===== src/rtl/serial_result_shifter.sv =====
module serial_result_shifter #(
  parameter int RES_W   = 12,
  parameter int FRAME_W = 16
) (
  input  logic             clk,
  input  logic             rst_n,
  input  logic             sclk,
  input  logic             conv_fall,
  input  logic             load,
  input  logic [RES_W-1:0] result_in,
  output logic             sdata,
  output logic             sdata_oe
);
  localparam int PAD_W = FRAME_W - RES_W;
  localparam int CNT_W = $clog2(FRAME_W);
  localparam logic [CNT_W-1:0] LAST = CNT_W'(FRAME_W - 1);

  logic [RES_W-1:0]   res_q;
  logic [CNT_W-1:0]   fcnt;
  logic               sclk_q, oe_q, sd_q, done_q, wrap_q;
  logic [FRAME_W-1:0] frame_w;
  logic               sclk_rise, sclk_fall, resync;

  assign frame_w   = {{PAD_W{1'b0}}, res_q};
  assign sclk_rise = sclk & ~sclk_q;
  assign sclk_fall = ~sclk & sclk_q;
  assign resync    = conv_fall & ~sclk;
  assign sdata     = sd_q;
  assign sdata_oe  = oe_q;

  always_ff @(posedge clk) begin
    if (!rst_n) begin
      res_q  <= '0;
      fcnt   <= '0;
      sclk_q <= 1'b0;
      oe_q   <= 1'b0;
      sd_q   <= 1'b0;
      done_q <= 1'b0;
      wrap_q <= 1'b0;
    end else begin
      sclk_q <= sclk;
      if (load) res_q <= result_in;
      if (load || resync) begin
        fcnt   <= '0;
        oe_q   <= 1'b0;
        sd_q   <= 1'b0;
        done_q <= 1'b0;
        wrap_q <= 1'b0;
      end else if (sclk_rise && !oe_q) begin
        oe_q   <= 1'b1;
        sd_q   <= frame_w[FRAME_W-1];
        wrap_q <= done_q;
        done_q <= 1'b0;
      end else if (sclk_fall && oe_q) begin
        if (fcnt == LAST) begin
          fcnt <= '0;
          if (wrap_q) begin
            sd_q <= frame_w[FRAME_W-1];
          end else begin
            oe_q   <= 1'b0;
            sd_q   <= 1'b0;
            done_q <= 1'b1;
          end
        end else begin
          fcnt <= fcnt + 1'b1;
          sd_q <= frame_w[LAST - (fcnt + 1'b1)];
        end
      end
    end
  end


  reset_quiet_chk: assert property (@(posedge clk) $past(!rst_n) |-> !sdata_oe && !sdata);


  released_low_chk: assert property (@(posedge clk) disable iff (!rst_n) !sdata_oe |-> !sdata);


  enable_on_rise_chk: assert property (@(posedge clk) disable iff (!rst_n)
    $rose(sdata_oe) |-> $past(sclk) && !$past(sclk_q) && !sdata);


  pad_zero_chk: assert property (@(posedge clk) disable iff (!rst_n)
    sdata_oe && (fcnt < CNT_W'(PAD_W)) |-> !sdata);


  resync_release_chk: assert property (@(posedge clk) disable iff (!rst_n)
    conv_fall && !sclk |=> !sdata_oe && fcnt == '0);


  wrap_hold_chk: assert property (@(posedge clk) disable iff (!rst_n)
    wrap_q && oe_q && sclk_fall && fcnt == LAST && !load && !resync |=> sdata_oe && fcnt == '0);


  pause_keep_chk: assert property (@(posedge clk) disable iff (!rst_n)
    !sclk && !sclk_q && !load && !conv_fall |=> $stable(fcnt) && $stable(sdata) && $stable(sdata_oe));


  load_release_chk: assert property (@(posedge clk) disable iff (!rst_n)
    load |=> !sdata_oe && fcnt == '0);
endmodule


===== config.mk =====
export PLATFORM = sky130hd
export DESIGN_NAME = serial_result_shifter
export DESIGN_NICKNAME = d
export VERILOG_FILES = /design/src/rtl/serial_result_shifter.sv
export SDC_FILE = /design/constraint.sdc
export NUM_CORES = 1
export LEC_CHECK = 0
export CAP_MARGIN = 25
export CORE_UTILIZATION = 45
export CTS_BUF_LIST = sky130_fd_sc_hd__clkbuf_4
export DETAILED_ROUTE_END_ITERATION = 8
export GPL_TIMING_DRIVEN = 0
export PLACE_DENSITY = 0.78
export RECOVER_POWER = 100
export SYNTH_ARGS = -nofsm -noshare
export SYNTH_HDL_FRONTEND = slang
export SYNTH_SLANG_ARGS = --single-unit

===== constraint.sdc =====
create_clock -name clk -period 4.11 [get_ports clk]
set_input_delay 0.822 -clock clk [delete_from_list [all_inputs] [get_ports clk]]
set_output_delay 0.822 -clock clk [all_outputs]
set_load 0.02 [all_outputs]

**After elaboration in Yosys (flattened, before gate mapping)**

Index checks and enable logic that the tools add are counted.

- Flip-flop bits (word level): 21
- Bits of input ports: 17
- Output and inout bits: 2
- Word-level logic and storage cells: 39

- Add/subtract/negate cells: 2
- $lt $le $gt $ge: 1
- Eq/ne operators: 2
- Mux-type cells: 8
- Bitwise gates (word level): 8
- Reduce and logical (&&, ||, !) cells: 11

Operators with widths:

| kind | number |
|---|---|
| 1-bit 2-to-1 mux | 6 |
| 3-bit AND reduction | 2 |
| 4-bit by 5-bit < comparator with 1-bit output (second input constant) | 1 |
| 1-bit inverter | 5 |
| 4-bit by 1-bit adder with 4-bit output (second input constant) | 1 |
| 1-bit binary-select mux with 4-bit select | 1 |
| 4-bit == test (second input constant) | 1 |
| 4-bit 2-to-1 mux | 1 |
| 2-bit nonzero test | 2 |
| 4-bit subtractor (first input constant) | 1 |
| 1-bit bitwise AND | 3 |
| 3-bit OR reduction | 1 |
| 1-bit logical AND | 2 |
| 2-bit by 1-bit inequality test with 1-bit output (second input constant) | 1 |
| 2-bit AND reduction | 1 |
| 2-bit OR reduction | 1 |
| 1-bit zero test | 1 |
| 1-bit logical OR | 1 |

**Longest topological paths before layout**

- Depth in word-level cells: 5
- Mapped depth: 7
- Depth with buffers taken out: 6

**Worst setup path after synthesis**

OpenSTA, ideal clock, no wires.

- Path kind: register to register
- Start: register fcnt[1]
- End: register sd_q, in the netlist sdata
- Arrival: 1.594 ns
- Data required time: 3.974 ns
- Path slack: 2.380 ns
- Cell stages (with the launch flop): 8
- Buffers on the path: 1
- Path through: dfxtp_1 ha_1 buf_12 xnor2_4 mux2_4 o32a_1 o2111ai_1 a311oi_1

- Cells in the longest elaborated chain, start to end: 5

Ends and longest elaborated chain:

| element | RTL line | source |
|---|---|---|
| from (decl) | 19 | `logic [CNT_W-1:0] fcnt;` |
| from (signal assigned) | 65 | `fcnt <= fcnt + 1'b1;` |
| 4-bit by 1-bit adder with 4-bit output | 66 | `sd_q <= frame_w[LAST - (fcnt + 1'b1)];` |
| 4-bit subtractor | 66 |  |
| 1-bit binary-select mux with 4-bit select | 66 |  |
| 1-bit 2-to-1 mux (implied by the code) | 66 |  |
| 1-bit 2-to-1 mux * | 55 | `if (fcnt == LAST) begin` |
| to (signal assigned) | 51 | `sd_q <= frame_w[FRAME_W-1];` |
| to (signal assigned) | 58 | `sd_q <= frame_w[FRAME_W-1];` |
| to (signal assigned) | 66 |  |
| to (decl) | 20 | `logic sclk_q, oe_q, sd_q, done_q, wrap_q;` |

Mark *: on every way between the ends. The rest lies on a longest branch, timed or not. The select of a mux whose other input is x is not followed.
A chain may end at the register's enable or synchronous reset.

**Final worst setup path**

- Start: register oe_q, in the netlist sdata_oe
- End: output port sdata_oe

RTL lines:

| element | RTL line | source |
|---|---|---|
| from (decl) | 20 |  |
| from (signal assigned) | 36 | `oe_q <= 1'b0;` |
| from (signal assigned) | 45 | `oe_q <= 1'b0;` |
| from (signal assigned) | 50 | `oe_q <= 1'b1;` |
| to (decl) | 12 | `output logic sdata_oe` |

No word-level cell between the ends.

==> metrics.yaml <==
diodes: 0
die_area_mm2: 0.002466
syn_area_per_cell_um2: 10.12
port_buffers: 17
max_stage_delay_ps: 690
root_buffer: "clkbuf_4"
placed_area_mm2: 0.001226
finalPower_mw: 0.3659
ys_async_sr_fraction_pct: 0
cp_top_family: "buffers and inverters"
cts_tree: "yes"
grt_max_degree: 12
grt_pass1_vias: 763
dp_cells: 145
hold_path.class: "reg -> reg"
powerDensity_mw_per_mm2: 293.3
floorplan.initialDensity_pct: 50.06
drv_cap: 0
htreeDepth: 1
p_leak_nw: 0.5104
instances_no_fill: 149
skew_ps: 2.369
synthFlopType: "dfxtp_1"
finalSetupViolations: 0
fin_util_pct: 61.09
antenna_found_initial: 0
vdd_drop_max_uv: 258.2
stdcell_area_mm2: 0.001247
cts_setup_buffers: 0
setup_ws_ps: 1876
wirelength_um: 1892
max_freq_mhz: 447.6
fin_crit_ps: 2234
setup_tns_ps: 0
crit_arrival_ps: 1410
yosysWarningCount: 0
numCtsBuffers: 3
worst_slew_pin_slew_ps: 476.4
crit_fanout: 5
syn-instance-count: 101
grt-ovfl-total: 0
syn_area_mm2: 0.001022
synth-seq-cells: 21
cts_resized: 0
clkTransAtPathRegs_ps: 120
nets: 141
end_kind: "primary output"
drt_iter0_markers: 7
via_per_inst: 5.376
cp_data_required_time_ps: 3290
clkSinkCount: 21
place_ws_ps: 1902
yosysUniqueCellTypes: 32
status: "complete, no violations"
die_h_um: 49.66
drv_slew: 0
slew_headroom_pct: 68.00
top_layer: "met4"
post_route_cells_drive_above_1_share_pct: 12.30
fillCellCount: 185
drt-met1-wl_um: 873
drcViolationCount: 0
grtUsageTotal_pct: 17.67
num_io_pins: 19
synth_edf_count: 0
wl_per_cell_um: 12.70
hold_depth: 2
ys_seq_area_share_pct: 41.13
ant_nets: 0
gp_congestion: 0.7207
place_hpwl_um: 1487
rsz0062_at_grt: "false"
met2WireLength_um: 923
cts_hold_buffers: 0
areaGrowthSynthToFinish_pct: 22.03
vias: 801
critPathKind: "reg -> out"
critPathBufInv: 1
clk_path_buf_depth: 2
cp_slowest_cell: "dlygate4sd3_1"
clock_latency_ps: 310
dieWidth_um: 49.66
core_mm2: 0.002042
timing.final.crit_share_pct: 54.36
dr_wl_met3_um: 51
hold-worst-slack_ps: 496.6
synth.net_count: 119
path_depth: 1
grt_pass1_wl_um: 3284
crit_chain: "dlygate4sd3_1"
start_kind: "register"
drtPass1Iterations: 4
hold_viol_final: 0
rr_worst_depth: 7
rows: 16
-- path summary, 6_finish.rpt --
kind | startpoint | endpoint | slack, ps
worst max register to register | fcnt[1] | sdata | 2210
worst min-delay path | sdata | sdata | 500
worst min register to register | sdata | sdata | 500
worst max-delay path | sdata_oe | sdata_oe | 1880
-- Yosys cell counts, types with 2 or more instances --
library cell / n / area share, %
mux2i_1: 15 / 15
a21oi_1: 5 / 2.4
nor3_1: 2 / 0.98
buf_2: 2 / 0.98
buf_6: 2 / 2.2
inv_1: 2 / 0.73
nand2_1: 4 / 1.5
a311oi_1: 2 / 1.7
inv_2: 2 / 0.73
dfxtp_1: 21 / 41
nand3_1: 6 / 2.9
nor2_1: 18 / 6.6
-- state kept, by name (all words and copies together) (netlist names) --
signal    cells
res_q        12
fcnt          4
done_q        1
sclk_q        1
sdata         1
sdata_oe      1
wrap_q        1
-- cells by family (layout without fill, tap and decap cells) --
| kind of cell | after synthesis | in the layout | share of synthesized area [%] |
|---|---|---|---|
| AND/OR/NAND/NOR | 33 | 33 | 14.08 |
| flip-flops | 21 | 21 | 41.13 |
| multiplexers | 18 | 18 | 21.17 |
| AO/OA/AOI/OAI | 15 | 15 | 11.14 |
| buffers and inverters | 11 | 32 | 7.712 |
| XOR/XNOR | 2 | 2 | 3.550 |
| adder cells (fa/ha/maj) | 1 | 1 | 1.224 |
-- layout by cell type (no fill, tap or decap), drive strengths merged, types with 2 or more instances in the layout --
master and count:
clkbuf 6, a21oi 5, nor3 2, buf 5, dlygate4sd3 4, nand3 6
dfxtp 21, mux4 2, mux2i 15, nand2 4, inv 4, nor2 18
a311oi 2, clkdlybuf4s50 13
-- layout make-up --
class                      instances  area [um2]  share of cell area (%)
tap                               27       33.78                   2.708
multi-input combinational         69       521.8                   41.83
inverter                           4       15.01                   1.204
clock buffer                       4       30.03                   2.407
sequential                        21       420.4                   33.70
timing repair buffer              17       170.2                   13.64
buffer                             7       56.30                   4.514
-- routing by layer --
layer	global-route usage [%]	vias to the layer above
met5	0	-
met4	8.571	0
met3	3.704	5
met2	30.18	14
met1	20.76	378
li1	-	404
-- power by group --
group	internal [mW]	switching (mW)
combinational	0.0253	0.0160
clock	0.0445	0.0642
sequential	0.211	0.00441
total	0.281	0.0846
Note: power is estimated with default switching activity, not from simulation.
